--- config.mk ---
export PLATFORM = sky130hd
export DESIGN_NAME = gpio_chmux
export DESIGN_NICKNAME = d
export VERILOG_FILES = /design/src/rtl/gpio_chmux_pkg.sv /design/src/rtl/gpio_chmux_sync.sv /design/src/rtl/gpio_chmux_regs.sv /design/src/rtl/gpio_chmux_chan.sv /design/src/rtl/gpio_chmux.sv
export SDC_FILE = /design/constraint.sdc
export NUM_CORES = 1
export LEC_CHECK = 0
export BUFFER_PORTS_ARGS = -buffer_cell sky130_fd_sc_hd__buf_4
export CAP_MARGIN = 25
export CORE_ASPECT_RATIO = 2
export CORE_UTILIZATION = 45
export DETAILED_ROUTE_END_ITERATION = 6
export PLACE_DENSITY = 0.65
export SYNTH_ARGS = -nofsm -noshare
export SYNTH_HDL_FRONTEND = slang
export SYNTH_SLANG_ARGS = --single-unit
--- constraint.sdc ---
create_clock -name clk -period 2.7 [get_ports clk]
set_input_delay 0.27 -clock clk [delete_from_list [all_inputs] [get_ports clk]]
set_output_delay 0.27 -clock clk [all_outputs]
set_load 0.1 [all_outputs]
--- src/rtl/gpio_chmux_pkg.sv ---
package gpio_chmux_pkg;
   localparam int NUM_CH    = 8;
   localparam int SEL_W     = 8;
   localparam int FILT_W    = 4;
   localparam int SEL_SPAN  = 1 << SEL_W;
   localparam int REG_W     = 32;

   localparam logic [7:0] OFF_MODE   = 8'h00;
   localparam logic [7:0] OFF_SEL_LO = 8'h04;
   localparam logic [7:0] OFF_SEL_HI = 8'h08;
   localparam logic [7:0] OFF_FILT   = 8'h0C;

   localparam int INV_BASE = 16;
endpackage

--- src/rtl/gpio_chmux_sync.sv ---
module gpio_chmux_sync #(
   parameter int WIDTH  = 8,
   parameter int STAGES = 2
) (
   input  logic             clk,
   input  logic             rst_n,
   input  logic [WIDTH-1:0] d,
   output logic [WIDTH-1:0] q
);
   logic [WIDTH-1:0] stg [STAGES];

   always_ff @(posedge clk or negedge rst_n) begin
      if (!rst_n) begin
         for (int i = 0; i < STAGES; i++) stg[i] <= '0;
      end else begin
         stg[0] <= d;
         for (int i = 1; i < STAGES; i++) stg[i] <= stg[i-1];
      end
   end

   assign q = stg[STAGES-1];
endmodule

--- src/rtl/gpio_chmux_regs.sv ---
module gpio_chmux_regs
   import gpio_chmux_pkg::*;
#(
   parameter int ADDR_W = 5
) (
   input  logic              clk,
   input  logic              rst_n,
   input  logic              wr,
   input  logic [ADDR_W-1:0] addr,
   input  logic [REG_W-1:0]  wdata,
   output logic [REG_W-1:0]  rdata,
   output logic [REG_W-1:0]  mode_q,
   output logic [REG_W-1:0]  sel_lo_q,
   output logic [REG_W-1:0]  sel_hi_q,
   output logic [REG_W-1:0]  filt_q
);
   logic hit_mode, hit_lo, hit_hi, hit_filt, mapped;

   assign hit_mode = (addr == ADDR_W'(OFF_MODE));
   assign hit_lo   = (addr == ADDR_W'(OFF_SEL_LO));
   assign hit_hi   = (addr == ADDR_W'(OFF_SEL_HI));
   assign hit_filt = (addr == ADDR_W'(OFF_FILT));
   assign mapped   = hit_mode | hit_lo | hit_hi | hit_filt;

   always_ff @(posedge clk or negedge rst_n) begin
      if (!rst_n) begin
         mode_q   <= '0;
         sel_lo_q <= '0;
         sel_hi_q <= '0;
         filt_q   <= '0;
      end else if (wr) begin
         if (hit_mode) mode_q   <= wdata;
         if (hit_lo)   sel_lo_q <= wdata;
         if (hit_hi)   sel_hi_q <= wdata;
         if (hit_filt) filt_q   <= wdata;
      end
   end

   always_comb begin
      rdata = '0;
      if (hit_mode) rdata = mode_q;
      if (hit_lo)   rdata = sel_lo_q;
      if (hit_hi)   rdata = sel_hi_q;
      if (hit_filt) rdata = filt_q;
   end

   // unmapped writes leave every register untouched
   assert_unmapped_wr_R2: assert property (@(posedge clk) disable iff (!rst_n)
      (wr && !mapped) |=> $stable({mode_q, sel_lo_q, sel_hi_q, filt_q}));

   // unmapped reads return zero
   assert_unmapped_rd_R2: assert property (@(posedge clk) disable iff (!rst_n)
      !mapped |-> (rdata == '0));
endmodule

--- src/rtl/gpio_chmux_chan.sv ---
module gpio_chmux_chan
   import gpio_chmux_pkg::*;
#(
   parameter int NUM_PADS = 160
) (
   input  logic                clk,
   input  logic                rst_n,
   input  logic [SEL_SPAN-1:0] pads_wide,
   input  logic [SEL_W-1:0]    sel,
   input  logic [FILT_W-1:0]   filt_n,
   input  logic                edge_en,
   input  logic                inv_en,
   output logic                irq_o
);
   logic              sel_in;
   logic              filt_q;
   logic [FILT_W-1:0] cnt;
   logic              pol, pol_d;

   assign sel_in = pads_wide[sel];

   always_ff @(posedge clk or negedge rst_n) begin
      if (!rst_n) begin
         filt_q <= 1'b0;
         cnt    <= '0;
         pol_d  <= 1'b0;
      end else begin
         pol_d <= pol;
         if (filt_n == '0) begin
            filt_q <= sel_in;
            cnt    <= '0;
         end else if (sel_in == filt_q) begin
            cnt <= '0;
         end else if (cnt + 1'b1 == filt_n) begin
            filt_q <= sel_in;
            cnt    <= '0;
         end else begin
            cnt <= cnt + 1'b1;
         end
      end
   end

   assign pol   = filt_q ^ inv_en;
   assign irq_o = edge_en ? (pol & ~pol_d) : pol;

   // out-of-range pad index sees constant zero
   assert_oob_zero_R4: assert property (@(posedge clk) disable iff (!rst_n)
      (int'(sel) >= NUM_PADS) |-> !sel_in);

   // an edge event lasts exactly one clock
   assert_edge_single_R7: assert property (@(posedge clk) disable iff (!rst_n)
      (edge_en && irq_o) |=> (!irq_o || !edge_en));

   // unfiltered level channel tracks its input one edge later
   assert_level_follow_R5: assert property (@(posedge clk) disable iff (!rst_n)
      (!edge_en && filt_n == '0) |=>
         ((irq_o == ($past(sel_in) ^ inv_en)) || !$stable({edge_en, inv_en, filt_n})));

   // the filtered value only takes a value the input held
   assert_filter_src_R9: assert property (@(posedge clk) disable iff (!rst_n)
      (filt_q != $past(filt_q)) |-> ($past(sel_in) == filt_q));
endmodule

--- src/rtl/gpio_chmux.sv ---
module gpio_chmux
   import gpio_chmux_pkg::*;
#(
   parameter int NUM_PADS    = 160,
   parameter int ADDR_W      = 5,
   parameter int SYNC_STAGES = 2
) (
   input  logic                clk,
   input  logic                rst_n,
   input  logic [NUM_PADS-1:0] pad_in,
   input  logic                bus_wr,
   input  logic [ADDR_W-1:0]   bus_addr,
   input  logic [REG_W-1:0]    bus_wdata,
   output logic [REG_W-1:0]    bus_rdata,
   output logic [NUM_CH-1:0]   irq_out
);
   localparam int PER_REG = REG_W / SEL_W;

   initial begin
      assert (NUM_PADS >= 1 && NUM_PADS <= SEL_SPAN)
         else $error("NUM_PADS must be 1..%0d", SEL_SPAN);
      assert (ADDR_W >= 4)
         else $error("ADDR_W too narrow for the register map");
      assert (SYNC_STAGES >= 2)
         else $error("SYNC_STAGES must be at least 2");
   end

   logic [NUM_PADS-1:0] pads_sync;
   logic [SEL_SPAN-1:0] pads_wide;
   logic [REG_W-1:0]    mode_q, sel_lo_q, sel_hi_q, filt_q;

   gpio_chmux_sync #(.WIDTH(NUM_PADS), .STAGES(SYNC_STAGES)) u_sync (
      .clk(clk), .rst_n(rst_n), .d(pad_in), .q(pads_sync));

   generate
      if (NUM_PADS < SEL_SPAN) begin : g_pad_ext
         assign pads_wide = {{(SEL_SPAN-NUM_PADS){1'b0}}, pads_sync};
      end else begin : g_pad_full
         assign pads_wide = pads_sync;
      end
   endgenerate

   gpio_chmux_regs #(.ADDR_W(ADDR_W)) u_regs (
      .clk(clk), .rst_n(rst_n), .wr(bus_wr), .addr(bus_addr),
      .wdata(bus_wdata), .rdata(bus_rdata), .mode_q(mode_q),
      .sel_lo_q(sel_lo_q), .sel_hi_q(sel_hi_q), .filt_q(filt_q));

   generate
      for (genvar c = 0; c < NUM_CH; c++) begin : g_ch
         logic [SEL_W-1:0] sel_c;
         if (c < PER_REG) begin : g_lo
            assign sel_c = sel_lo_q[(c % PER_REG)*SEL_W +: SEL_W];
         end else begin : g_hi
            assign sel_c = sel_hi_q[(c % PER_REG)*SEL_W +: SEL_W];
         end
         gpio_chmux_chan #(.NUM_PADS(NUM_PADS)) u_chan (
            .clk(clk), .rst_n(rst_n), .pads_wide(pads_wide), .sel(sel_c),
            .filt_n(filt_q[c*FILT_W +: FILT_W]),
            .edge_en(mode_q[c]), .inv_en(mode_q[INV_BASE + c]),
            .irq_o(irq_out[c]));
      end
   endgenerate

   // no interrupt line is high in the first cycle after reset
   assert_reset_quiet_R1: assert property (@(posedge clk)
      $rose(rst_n) |-> (irq_out == '0));
endmodule

# Yosys cells after proc, flatten, opt, wreduce, memory -nomap -nowiden
# Cells that the tools add are included.
dict set report classes {
  n_lt_le_gt_ge 8
  muxes 76
  eq_ne 27
  reduce_logical 29
  add_sub_neg 8
  bitwise_logic 24
}
# op n
set op_table {}
lappend op_table {{32-bit two-way mux} 4}
lappend op_table {{4-bit two-way mux} 24}
lappend op_table {{8-bit by 9-bit less-than comparator with 1-bit output (second input constant)} 8}
lappend op_table {{1-bit binary-select mux with 8-bit select} 8}
lappend op_table {{1-bit two-way mux} 40}
lappend op_table {{4-bit by 1-bit adder with 4-bit output (second input constant)} 8}
lappend op_table {{4-bit == test} 8}
lappend op_table {{4-bit zero test} 8}
lappend op_table {{2-bit AND reduction} 12}
lappend op_table {{2-bit by 1-bit inequality test with 1-bit output (second input constant)} 8}
lappend op_table {{2-bit nonzero test} 8}
lappend op_table {{5-bit by 4-bit == test with 1-bit output (second input constant)} 2}
lappend op_table {{1-bit bitwise AND} 8}
lappend op_table {{1-bit == test} 8}
lappend op_table {{1-bit inverter} 8}
lappend op_table {{1-bit bitwise XOR} 8}
lappend op_table {{5-bit by 3-bit == test with 1-bit output (second input constant)} 1}
lappend op_table {{5-bit zero test} 1}
dict set report totals {
  output_inout_bits 40
  ff_bits 496
}

# Logic depth before layout (Yosys ltp)
dict set report depth {
  word_depth 5
  ltp_mapped 12
}

# Modules after synthesis
# From an unflattened synthesis, not the netlist that was laid out.
dict set report unflattened {
  hier_cells 2942
  area_unflattened_um2 36999.2
}
# module instances cells_per_inst seq_area_each_um2 area_each_um2
set modules_own_cells {}
lappend modules_own_cells {{gpio_chmux_chan (g_ch[1].u_chan ...)} 7 239 150.1 2682.6}
lappend modules_own_cells {gpio_chmux_sync 1 480 8007.7 9208.8}
lappend modules_own_cells {gpio_chmux_regs 1 544 3203.1 6393.6}
lappend modules_own_cells {{gpio_chmux_chan (g_ch[0].u_chan)} 1 244 150.1 2615.0}
lappend modules_own_cells {gpio_chmux 1 1 0.0 3.8}

# Worst setup path after synthesis
# OpenSTA, ideal clock, no wires.
dict set report synth_path {
  path_kind {register to output}
  from {register u_regs.sel_hi_q[17]}
  to {output port bus_rdata[17]}
  path_stages_with_launch 6
  path_buffers 3
  setup_slack_ps -471
  t_arrival_ps 2901
  path_cell_list {dfrtp_1 > buf_2 > clkbuf_1 > clkbuf_1 > mux2i_1 > o22ai_1}
}
dict set report synth_between {
  elab_chain_len 2
}
# item line_no
set synth_rtl {}
lappend synth_rtl {{start: declaration} gpio_chmux_regs.sv:14} ;# output logic [REG_W-1:0] sel_hi_q,
lappend synth_rtl {{start signal: assignment} gpio_chmux_regs.sv:34} ;# if (hit_hi) sel_hi_q <= wdata;
lappend synth_rtl {{32-bit two-way mux} gpio_chmux_regs.sv:43} ;# if (hit_hi) rdata = sel_hi_q;
lappend synth_rtl {{32-bit two-way mux} gpio_chmux_regs.sv:44} ;# if (hit_filt) rdata = filt_q;
lappend synth_rtl {{end: declaration} gpio_chmux.sv:14} ;# output logic [REG_W-1:0] bus_rdata,
# No other way between the ends.

# Final worst setup path
dict set report layout_path {
  from {register u_regs.sel_lo_q[24]}
  to {register g_ch[3].u_chan.cnt[0]}
}
dict set report layout_between {
  elab_chain_len 5
}
# item line_no
set layout_rtl {}
lappend layout_rtl {{start: declaration} gpio_chmux_regs.sv:13} ;# output logic [REG_W-1:0] sel_lo_q,
lappend layout_rtl {{start signal: assignment} gpio_chmux_regs.sv:33} ;# if (hit_lo) sel_lo_q <= wdata;
lappend layout_rtl {{1-bit binary-select mux with 8-bit select} gpio_chmux_chan.sv:20} ;# assign sel_in = pads_wide[sel];
lappend layout_rtl {{1-bit two-way mux (not written as such)} gpio_chmux_chan.sv:20}
lappend layout_rtl {{1-bit == test} gpio_chmux_chan.sv:32} ;# end else if (sel_in == filt_q) begin
lappend layout_rtl {{4-bit two-way mux} gpio_chmux_chan.sv:32}
lappend layout_rtl {{4-bit two-way mux} gpio_chmux_chan.sv:29} ;# if (filt_n == '0) begin
lappend layout_rtl {{end signal: assignment} gpio_chmux_chan.sv:38} ;# cnt <= cnt + 1'b1;
lappend layout_rtl {{end: declaration} gpio_chmux_chan.sv:17} ;# logic [FILT_W-1:0] cnt;
# No other way between the ends. The select of a mux whose other input is x is not followed.
# A chain may end at the register's enable or synchronous reset.

==> results.tsv <==
metric	value	unit
status	finished, violations left	
violated checks	setup timing	
CP Cell Sequence	buf_12, buf_12, mux4_2, a22oi_2, a21oi_2, a31o_2, or4b_4, a21o_4, a211oi_2	
DRT Pass-1 Iters	6	
Critical Path Start Type	register	
worst hold path class	input port to register	
H-tree levels	2	
largest net degree at the start of global routing	99	
Reg clk slew, reported paths	0.07	ns
Min Hold Slack	0.0381	ns
via count of the routed design	22600	
Filler Cell Count	4569	
vias per cell	6.45	
synthesized area per cell	14.2	µm²
Final Max Slew Viols	0	
Root Driver	clkbuf_16	
Fmax	347	MHz
core footprint	60700	µm²
EDFF count, synth	0	
main area contributors after synthesis	dfrtp_1 45%, mux4_2 25%, mux2_2 5.7%	
port buffer count	239	
Setup WS post-layout	-0.183	ns
DR iter-0 viols	2020	
Setup TNS Final	-2.72	ns
number of synthesized register bits	496	
main flop type after synthesis	dfrtp_1	
# clock sinks	496	
Tcrit/Tclk final	1.07	
sequential cell area fraction in the yosys report	0.450	
compound-gate portion of the synthesized area	0.0704	
Pleak	15.7	nW
GRT overflow	0	
vias in the first global route	24000	
Place WS	-0.405	ns
final wirelength	107	mm
Worst Path Arrival	3.38	ns
critical path fanouts, max	5	
post-route minimum period	2.88	ns
largest family of logic cells by synthesized area	multiplexers	
DR WL/cell	30.5	µm
CP Capture Type	register	
Max stage delay on crit path	0.60	ns
mux cell area share after synthesis	0.363	
nets@finish	2888	
cell taking the most area after synthesis	dfrtp_1	
Die Width	177	µm
Slew @ Worst Pin	0.894	ns
peak supply drop	0.000610	V
Util after Layout	0.624	
DIE AREA	62400	µm²
worst rel slew slack	0.404	
DRC	0	
yosys warns	0	
final hold vios	0	
Post-Synthesis Cells	1949	
RSZ-0062 raised after global routing	yes	
CP Class	register to register	
clock latency at the later pin of the worst-skew pair	0.60	ns
# setup viols final	29	
Distinct cells, synth	67	
cell family with most CP delay	compound AO/OA/AOI/OAI gates	
clock buffer depth	3	
I/O Pins	240	
required time of the critical path	3.20	ns
most common cell in the synthesized netlist	dfrtp_1	
synth cell count leaders	496 x dfrtp_1, 311 x mux4_2, 140 x mux2_2	
critical path's slowest cell	mux4_2	
row count	128	
share of layout cells above drive strength 1	0.494	
share of the synthesized area in the top cell type	0.450	
cell area power density	761	nW/µm²
first-pass GRT wire length	157	mm
simple-gate share of the synthesized area	0.0623	
Die Height	352	µm
initial core utilization	0.455	
mapped cell area	27600	µm²
Clock Skews	0.0323	ns
Synth async-reset ratio	1.00	
max-cap violation count	0	
placer congestion estimate	1.03	
CTS tree	done	
Synth Area in XOR/XNOR	0.0175	
post-route ant nets	0	
CTS Buf Count	43	
Area Growth Syn to Fin	37.2	%
WP buf/inv	2	
Mapped Nets	2157	
adder-cell share of the synthesized area	0.00363	
hpwl dp	77.7	mm
gr usage total	0.350	
initial antenna violation count	3	
crit-path most repeated cell	buf_12	
-- per-layer routing --
layer  part of all wire  GRT usage
met5           0.000094          0
met4               0.10      0.283
met3              0.082     0.0668
met2               0.50      0.583
met1               0.32      0.386
-- state kept, by name, indices dropped and copies added, names as in the netlist --
signal and count:
g_ch.u_chan.cnt 32, u_sync.stg 160, u_regs.sel_hi_q 32, u_regs.sel_lo_q 32
g_ch.u_chan.pol_d 8, g_ch.u_chan.filt_q 8, u_regs.filt_q 32, u_sync.q 160
u_regs.mode_q 32
-- path summary, 6_finish.rpt --
kind / slack, ns / to / depth (start not counted) / startpoint
min in group asynchronous: 0.33 / g_ch[6].u_chan.cnt[1] / 2 / rst_n
worst min-delay path: 0.04 / u_regs.filt_q[8] / 2 / bus_wdata[8]
worst min register to register: 0.32 / u_sync.q[116] / 0 / u_sync.stg[276]
worst max register to register: -0.18 / g_ch[3].u_chan.cnt[0] / 9 / u_regs.sel_lo_q[24]
worst max-delay path: -0.18 / g_ch[3].u_chan.cnt[0] / 9 / u_regs.sel_lo_q[24]
max in group asynchronous: 1.48 / u_sync.q[33] / 3 / rst_n
-- area by class of cell --
cell class | instances | area (µm²) | share of cell area
antenna | 1 | 2.50 | 0.0000661
clock buffer | 50 | 1180 | 0.0313
clock inverter | 28 | 313 | 0.00826
inverter | 19 | 71.3 | 0.00188
multi-input combinational | 1253 | 14900 | 0.393
sequential | 496 | 12400 | 0.329
tap | 780 | 976 | 0.0258
timing repair buffer | 867 | 8010 | 0.211
-- what timing repair did --
action | CTS | global route
endpoints found under the hold margin | 349 | 0
gates cloned | 4 | 1
setup endpoints to repair | 39 | 40
pin swaps | 21 | 25
resized for setup | 96 | 66
hold buffers | 192 | 0
buffers inserted | 20 | 23
-- metrics by stage --
| step | cell area, µm² | cells | power, W |
|---|---|---|---|
| 6_report | 37900 | 3494 | 0.0288 |
| 5_1_grt | 37900 | 3493 | 0.0298 |
| 4_1_cts | 37400 | 3470 | 0.0282 |
| 3_5_place_dp | 33300 | 3180 | 0.0208 |
| 3_3_place_gp | 33300 | 3180 | 0.0205 |
| 2_1_floorplan | 27700 | 1949 | 0.0161 |
-- worst register-to-register path, delay by kind of cell (launching register included) --
| family | cells | cell delay [ns] |
|---|---|---|
| AO/OA/AOI/OAI | 5 | 0.99 |
| multiplexers | 1 | 0.61 |
| AND/OR/NAND/NOR | 1 | 0.50 |
| flip-flops | 1 | 0.42 |
| buffers and inverters | 2 | 0.27 |
-- cells in the final DEF (no fill, tap or decap), drive strengths merged, types with 9 or more instances in the layout --
cell type	synthesis	final
dlygate4sd3	0	192
o21a	14	14
clkinv	1	15
nor2	56	56
buf	103	673
nand2b	13	13
o21ai	58	58
nand3	47	47
nand3b	25	25
a31oi	13	13
a22oi	43	43
a2111oi	9	9
a41oi	10	10
a21oi	36	36
a211oi	19	19
nor3	14	14
mux2i	139	139
dfrtp	496	496
nand2	69	69
clkbuf	78	51
o22ai	15	15
a221oi	13	13
nor2b	31	31
inv	18	21
mux4	313	313
mux2	140	140
xnor2	17	17
xor2	38	38
nor4	11	11
-- power breakdown --
group | internal [W] | leakage [nW] | switching, W | total, W
Sequential | 0.00830 | 5.94 | 0.00127 | 0.00956
Clock | 0.00367 | 0.727 | 0.00292 | 0.00659
Combinational | 0.00626 | 9.00 | 0.00642 | 0.0127
Total | 0.0182 | 15.7 | 0.0106 | 0.0288
-- cell families (layout without fill, tap and decap cells) --
family,count (synthesis),in the layout
muxes,592,592
adders and majority gates,8,8
AOI/OAI and AO/OA,281,281
buffers and inverters,200,964
and+or+nand+nor,317,317
DFF,496,496
other,0,1
xor gates and xnor gates,55,55
No activity file was read; power rests on OpenSTA's default activity.
